**src/rtl/agu_pkg.sv**
```systemverilog
package agu_pkg;

    localparam int XLEN = 32;

    typedef enum logic [1:0] {
        MODE_OFS  = 2'b00,
        MODE_PRE  = 2'b01,
        MODE_POST = 2'b10,
        MODE_RSV  = 2'b11
    } agu_mode_e;

    typedef enum logic [1:0] {
        SRC_IMM   = 2'b00,
        SRC_IDX   = 2'b01,
        SRC_SHIFT = 2'b10,
        SRC_ALT   = 2'b11
    } agu_src_e;

    typedef struct packed {
        logic [XLEN-1:0] addr;
        logic [XLEN-1:0] wb_val;
        logic            wb_en;
    } agu_res_t;

    // Modes 01 and 10 update the base register.
    function automatic logic mode_writes_base(agu_mode_e m);
        return (m == MODE_PRE) || (m == MODE_POST);
    endfunction

endpackage

```
**src/rtl/agu_offset_sel.sv**
```systemverilog
module agu_offset_sel
    import agu_pkg::*;
#(
    parameter int IMM_W = 12,
    parameter int SH_W  = 5
) (
    input  logic [XLEN-1:0]  index_i,
    input  logic [IMM_W-1:0] imm_i,
    input  logic [SH_W-1:0]  shamt_i,
    input  agu_src_e         src_i,
    output logic [XLEN-1:0]  off_o
);

    logic [XLEN-1:0] imm_ext;
    logic [XLEN-1:0] idx_shl;

    assign imm_ext = XLEN'(imm_i);
    assign idx_shl = index_i << shamt_i;

    always_comb begin
        unique case (src_i)
            SRC_IDX:   off_o = index_i;
            SRC_SHIFT: off_o = idx_shl;
            default:   off_o = imm_ext;
        endcase
    end

    // A zero shift must leave the index unchanged.
    always_comb begin
        if (src_i == SRC_SHIFT && shamt_i == '0)
            assert_zero_shift_passthru_R6: assert (off_o == index_i);
    end

endmodule

```
**src/rtl/agu_adder.sv**
```systemverilog
module agu_adder
    import agu_pkg::*;
(
    input  logic [XLEN-1:0] base_i,
    input  logic [XLEN-1:0] off_i,
    input  logic            sub_i,
    output logic [XLEN-1:0] sum_o
);

    always_comb begin
        if (sub_i) sum_o = base_i - off_i;
        else       sum_o = base_i + off_i;
    end

    // Undoing the operation must recover the base, which holds only with modulo-2^32 wrap.
    logic [XLEN-1:0] undo;
    assign undo = sub_i ? (sum_o + off_i) : (sum_o - off_i);

    always_comb begin
        assert_wrap_inverse_R7: assert (undo == base_i);
    end

endmodule

```
**src/rtl/agu_mode_mux.sv**
```systemverilog
module agu_mode_mux
    import agu_pkg::*;
(
    input  logic [XLEN-1:0] base_i,
    input  logic [XLEN-1:0] sum_i,
    input  agu_mode_e       mode_i,
    output agu_res_t        res_o
);

    always_comb begin
        res_o.wb_val = sum_i;
        res_o.wb_en  = mode_writes_base(mode_i);
        res_o.addr   = (mode_i == MODE_POST) ? base_i : sum_i;
    end

    always_comb begin
        if (mode_i == MODE_OFS || mode_i == MODE_RSV)
            assert_offset_no_wb_R1: assert (!res_o.wb_en);
        if (mode_i == MODE_PRE)
            assert_pre_same_value_R2: assert (res_o.addr == res_o.wb_val && res_o.wb_en);
        if (mode_i == MODE_POST)
            assert_post_base_addr_R3: assert (res_o.addr == base_i && res_o.wb_en);
    end

endmodule

```
**src/rtl/lsu_addr_gen.sv**
```systemverilog
module lsu_addr_gen
    import agu_pkg::*;
#(
    parameter int IMM_W   = 12,
    parameter int SH_W    = 5,
    parameter bit REG_OUT = 1'b1
) (
    input  logic             clk,
    input  logic             rst,
    input  logic [31:0]      base_i,
    input  logic [31:0]      index_i,
    input  logic [IMM_W-1:0] imm_i,
    input  logic [SH_W-1:0]  shamt_i,
    input  logic [1:0]       src_i,
    input  logic             sub_i,
    input  logic [1:0]       mode_i,
    output logic [31:0]      addr_o,
    output logic [31:0]      wb_val_o,
    output logic             wb_en_o
);

    logic [XLEN-1:0] off;
    logic [XLEN-1:0] sum;
    agu_res_t        res;

    agu_offset_sel #(.IMM_W(IMM_W), .SH_W(SH_W)) u_off (
        .index_i (index_i),
        .imm_i   (imm_i),
        .shamt_i (shamt_i),
        .src_i   (agu_src_e'(src_i)),
        .off_o   (off)
    );

    agu_adder u_add (
        .base_i (base_i),
        .off_i  (off),
        .sub_i  (sub_i),
        .sum_o  (sum)
    );

    agu_mode_mux u_mux (
        .base_i (base_i),
        .sum_i  (sum),
        .mode_i (agu_mode_e'(mode_i)),
        .res_o  (res)
    );

    generate
        if (REG_OUT) begin : g_reg
            agu_res_t res_q;

            always_ff @(posedge clk) begin
                if (rst) res_q <= '0;
                else     res_q <= res;
            end

            assign addr_o   = res_q.addr;
            assign wb_val_o = res_q.wb_val;
            assign wb_en_o  = res_q.wb_en;

            // Registered writeback enable must trace back to a base-updating mode one cycle earlier.
            assert_wb_latency_R9: assert property (@(posedge clk) disable iff (rst)
                wb_en_o |-> ($past(mode_i) == 2'b01 || $past(mode_i) == 2'b10));
        end else begin : g_comb
            assign addr_o   = res.addr;
            assign wb_val_o = res.wb_val;
            assign wb_en_o  = res.wb_en;
        end
    endgenerate

endmodule

```
**config.mk**
```make
export PLATFORM = sky130hd
export DESIGN_NAME = lsu_addr_gen
export DESIGN_NICKNAME = d
export VERILOG_FILES = /design/src/rtl/agu_pkg.sv /design/src/rtl/agu_offset_sel.sv /design/src/rtl/agu_adder.sv /design/src/rtl/agu_mode_mux.sv /design/src/rtl/lsu_addr_gen.sv
export SDC_FILE = /design/constraint.sdc
export NUM_CORES = 1
export LEC_CHECK = 0
export CORE_MARGIN = 4
export CORE_UTILIZATION = 53
export CTS_CLUSTER_DIAMETER = 80
export DETAILED_ROUTE_END_ITERATION = 8
export GPL_TIMING_DRIVEN = 0
export PLACE_DENSITY = 0.8
export SLEW_MARGIN = 20
export SYNTH_ARGS = -nofsm -noshare
export SYNTH_HDL_FRONTEND = slang
export SYNTH_SLANG_ARGS = --single-unit
```
**constraint.sdc**
```tcl
create_clock -name clk -period 17 [get_ports clk]
set_clock_uncertainty 0.15 [all_clocks]
set_input_delay 2.55 -clock clk [delete_from_list [all_inputs] [get_ports clk]]
set_output_delay 2.55 -clock clk [all_outputs]
set_load 0.05 [all_outputs]
```
==> run_summary.xml <==
<?xml version="1.0" encoding="UTF-8"?>
<metrics>
  <group name="power_and_ir_drop">
    <metric name="power_per_cell_area" unit="nW/µm²">95.3</metric>
    <metric name="p_int" unit="mW">0.487</metric>
    <metric name="sequentialPowerShare" unit="">0.223</metric>
    <metric name="power.switching_fraction" unit="">0.447</metric>
    <metric name="clockPowerShare" unit="">0.187</metric>
    <metric name="total_leakage_power" unit="nW">3.61</metric>
    <metric name="report.power.total" unit="mW">0.880</metric>
    <metric name="power.net_switching" unit="mW">0.393</metric>
    <metric name="power.share.combinational" unit="">0.591</metric>
    <metric name="vdd_ir_drop_max" unit="mV">0.0615</metric>
  </group>
  <group name="clock_tree">
    <metric name="cts_inserted_buffers" unit="">9</metric>
    <metric name="clk_root_buffer_cell" unit="">sky130_fd_sc_hd__clkbuf_16</metric>
    <metric name="cts_post_setup_buffers_inserted" unit="">0</metric>
    <metric name="clock_tree.buffer_depth" unit="">2</metric>
    <metric name="cts.clk_slew.worst_paths" unit="ns">0.05</metric>
    <metric name="post_cts_resize_count" unit="">0</metric>
    <metric name="cts_hold_buffers" unit="">0</metric>
    <metric name="clkSinkCount" unit="">65</metric>
    <metric name="htree_levels" unit="">3</metric>
    <metric name="tritoncts" unit="">done</metric>
  </group>
  <group name="floorplan">
    <metric name="placeableCoreArea" unit="µm²">13300</metric>
    <metric name="design.portCount" unit="">153</metric>
    <metric name="initial_utilization" unit="">0.544</metric>
    <metric name="die-height" unit="µm">125</metric>
    <metric name="placementRows" unit="">42</metric>
    <metric name="die_width" unit="µm">125</metric>
    <metric name="full_die_area" unit="µm²">15600</metric>
  </group>
  <group name="grt">
    <metric name="groute.layer.met3.usage" unit="">0.0397</metric>
    <metric name="number_of_global_route_vias_before_repair" unit="">6970</metric>
    <metric name="grt_usage" unit="">0.310</metric>
    <metric name="grt_max_degree" unit="">12</metric>
    <metric name="grt_pass1_wl" unit="mm">38.9</metric>
    <metric name="gr-usage-met2" unit="">0.521</metric>
    <metric name="total_congestion_overflow" unit="">0</metric>
    <metric name="met1_usage" unit="">0.392</metric>
    <metric name="initial_antenna_violation_count" unit="">0</metric>
    <metric name="grt_busiest_layer" unit="">met2</metric>
  </group>
  <group name="timing">
    <metric name="max_freq" unit="MHz">115</metric>
    <metric name="period_needed" unit="ns">8.70</metric>
    <metric name="timing_max_transition_violations_final" unit="">0</metric>
    <metric name="fin_tns_setup" unit="ns">0</metric>
    <metric name="worst-slew-pin-transition" unit="ns">1.12</metric>
    <metric name="timing.max_slew.rel_slack" unit="">0.245</metric>
    <metric name="timing.final.setup_violations" unit="">0</metric>
    <metric name="post_route_clock_period_utilization" unit="">0.512</metric>
    <metric name="grt_setup_unrepaired" unit="">false</metric>
    <metric name="final-hold-violation-count" unit="">0</metric>
  </group>
  <group name="min_path">
    <metric name="timing.hold.worst_path_depth" unit="">4</metric>
    <metric name="min_to" unit="">addr_o[23]</metric>
    <metric name="hp-class" unit="">primary input to flip-flop</metric>
    <metric name="min-delay-start" unit="">rst</metric>
  </group>
  <group name="synth">
    <metric name="yosys-top-cells-area" unit="">sky130_fd_sc_hd__dfxtp_1 18%, sky130_fd_sc_hd__mux4_2 12%, sky130_fd_sc_hd__ha_1 6.0%, sky130_fd_sc_hd__nor2_1 5.3%, sky130_fd_sc_hd__mux2i_1 4.3%</metric>
    <metric name="synth_enable_flop_cells" unit="">0</metric>
    <metric name="ys.flop_type" unit="">sky130_fd_sc_hd__dfxtp_1</metric>
    <metric name="syn-instance-count" unit="">855</metric>
    <metric name="yosys-mux-area-fraction" unit="">0.204</metric>
    <metric name="post_synth.cell_area_avg" unit="µm²">8.50</metric>
    <metric name="post-synth-top-count-cell" unit="">sky130_fd_sc_hd__nor2_1</metric>
    <metric name="syn-num-nets" unit="">979</metric>
    <metric name="yosysTopAreaCell" unit="">sky130_fd_sc_hd__dfxtp_1</metric>
    <metric name="synth_common_cells" unit="">102 x sky130_fd_sc_hd__nor2_1, 65 x sky130_fd_sc_hd__dfxtp_1, 61 x sky130_fd_sc_hd__a21oi_1</metric>
    <metric name="mappedNetlistArea" unit="µm²">7270</metric>
    <metric name="synthesis.yosys.warnings" unit="">0</metric>
    <metric name="adder_and_majority_gate_portion_of_the_synthesized_area" unit="">0.0630</metric>
    <metric name="synth_largest_type_area_fraction" unit="">0.179</metric>
    <metric name="synth-compound-area-share" unit="">0.234</metric>
    <metric name="seq_area_frac_synth" unit="">0.179</metric>
    <metric name="combinational_family_with_the_most_area_after_synthesis" unit="">compound AO/OA/AOI/OAI gates</metric>
    <metric name="synth_simple_gate_area_share" unit="">0.193</metric>
    <metric name="unique_masters_post_synth" unit="">91</metric>
    <metric name="synth.ff_latch_count" unit="">65</metric>
    <metric name="synthXorXnorAreaFrac" unit="">0.0687</metric>
    <metric name="postSynth.asyncResetShare" unit="">0</metric>
  </group>
  <group name="setup_path">
    <metric name="arrival" unit="ns">8.74</metric>
    <metric name="critPathMaxFanout" unit="">9</metric>
    <metric name="critPathRequiredTime" unit="ns">17.04</metric>
    <metric name="timing.critical_path.from_type" unit="">primary input</metric>
    <metric name="worst-setup-path-type" unit="">primary input to flip-flop</metric>
    <metric name="setup.worst_path.end_class" unit="">flip-flop</metric>
  </group>
  <group name="job">
    <metric name="maxCapViolCount" unit="">0</metric>
  </group>
  <group name="cells_and_area">
    <metric name="area.growth.synth_to_final" unit="%">27.1</metric>
    <metric name="final_cell_area" unit="µm²">9230</metric>
    <metric name="fin_nets" unit="">1136</metric>
    <metric name="drive_gt1_frac" unit="">0.113</metric>
    <metric name="insertedDiodeCount" unit="">0</metric>
    <metric name="instances_no_fill" unit="">1193</metric>
    <metric name="fill_cells" unit="">1104</metric>
  </group>
  <group name="detailed_routing">
    <metric name="postRouteWirelength" unit="mm">25.4</metric>
    <metric name="drt_pass1_iterations" unit="">8</metric>
    <metric name="wire_length_per_cell" unit="µm">21.3</metric>
    <metric name="ant_nets" unit="">0</metric>
    <metric name="drc_errors" unit="">0</metric>
    <metric name="num_vias" unit="">7584</metric>
    <metric name="routed_via_density" unit="">6.36</metric>
    <metric name="drt_iter0_markers" unit="">670</metric>
  </group>
  <group name="run_status">
    <metric name="status" unit="">finished, final reports clean</metric>
  </group>
  <group name="placed_design">
    <metric name="gp_routability_congestion" unit="">1.08</metric>
    <metric name="placed_cell_area" unit="µm²">8950</metric>
    <metric name="number_of_input_and_output_port_buffers_inserted" unit="">146</metric>
    <metric name="placed_cells" unit="">1177</metric>
    <metric name="dp_hpwl" unit="mm">20.1</metric>
  </group>
</metrics>
## how the worst max path moves through the flow
stage / startpoint / endpoint / slack, ns / depth (start not counted)
6_report: src_i[0] / addr_o[31] / 8.30 / 22
5_1_grt: src_i[0] / addr_o[31] / 7.81 / 22
3_5_place_dp: src_i[0] / addr_o[31] / 8.11 / 22
2_1_floorplan: src_i[0] / addr_o[23] / 9.77 / 22
4_1_cts: src_i[0] / addr_o[31] / 8.42 / 22
3_3_place_gp: src_i[0] / addr_o[31] / 8.19 / 22
## area by class of cell
| class | instances | area (µm²) | share of cell area |
|---|---|---|---|
| plain buffers | 69 | 344 | 0.0373 |
| flip-flops and latches | 65 | 1300 | 0.141 |
| well taps | 176 | 220 | 0.0238 |
| repair buffers | 146 | 1460 | 0.158 |
| multi-input cells | 699 | 5550 | 0.601 |
| inverters | 22 | 82.6 | 0.00894 |
| clock buffers | 11 | 243 | 0.0263 |
| clock inverters | 5 | 31.3 | 0.00339 |
## metal layers
layer  share of wire  vias to the layer above  wire (µm)
met3           0.070                       84       1780
met4           0.053                        0       1360
li1                -                     3548          -
met1            0.41                     3519      10400
met2            0.47                      433      11800
met5               0                        -          0
## placed cells by master (no fill, tap or decap), drive strengths merged, types with 17 or more instances in the layout
cell	n
mux2	17
ha	35
a21o	24
xnor2	28
buf	25
dfxtp	65
inv	22
o21ai	30
mux2i	32
clkdlybuf4s50	146
nor2	102
nand2	53
xor2	29
mux4	42
clkbuf	55
a21oi	61
## power by group through the flow
stage          Combinational, mW  Sequential (mW)  Clock [mW]
2_1_floorplan              0.236            0.321           0
3_3_place_gp               0.507            0.198           0
3_5_place_dp               0.511            0.199           0
4_1_cts                    0.515            0.196       0.165
5_1_grt                    0.552            0.199       0.171
6_report                   0.520            0.196       0.164
## critical path, stage by stage
cell,delay (ns)
sky130_fd_sc_hd__clkdlybuf4s50_1,0.48
sky130_fd_sc_hd__inv_1,0.05
sky130_fd_sc_hd__ha_1,0.31
sky130_fd_sc_hd__or4b_2,0.13
sky130_fd_sc_hd__clkbuf_1,0.43
sky130_fd_sc_hd__nor2_1,0.24
sky130_fd_sc_hd__a21boi_0,0.42
sky130_fd_sc_hd__nor4b_1,0.74
sky130_fd_sc_hd__nor4b_4,0.57
sky130_fd_sc_hd__a21oi_1,0.15
sky130_fd_sc_hd__xnor2_1,0.21
sky130_fd_sc_hd__ha_1,0.25
sky130_fd_sc_hd__clkbuf_1,0.22
sky130_fd_sc_hd__nand4_1,0.19
sky130_fd_sc_hd__nor2_1,0.10
sky130_fd_sc_hd__a2111oi_0,0.36
sky130_fd_sc_hd__a21bo_2,0.31
sky130_fd_sc_hd__a21oi_1,0.18
sky130_fd_sc_hd__a31o_2,0.22
sky130_fd_sc_hd__o21ai_0,0.12
sky130_fd_sc_hd__xnor2_1,0.40
sky130_fd_sc_hd__a211oi_2,0.13
## sequential cells by signal (all words and copies together) (netlist names)
name	count
addr_o	32
wb_val_o	32
wb_en_o	1
## kinds of logic after synthesis
logic type / Yosys count
flops: 65
compound gates: 240
simple gates: 275
buf+inv: 91
fa+ha+maj: 36
xor+xnor: 57
mux: 91
## per-stage QoR
| step | hold WS [ns] | utilization | setup WS, ns |
|---|---|---|---|
| after floorplan | 2.54 | - | 9.77 |
| after global placement | 2.94 | 0.670 | 8.19 |
| after detailed placement | 2.93 | 0.671 | 8.11 |
| after CTS | 2.60 | 0.691 | 8.42 |
| after global routing | 2.66 | 0.692 | 7.81 |
| final | 2.61 | 0.692 | 8.30 |
Note: power is estimated with default switching activity, not from simulation.
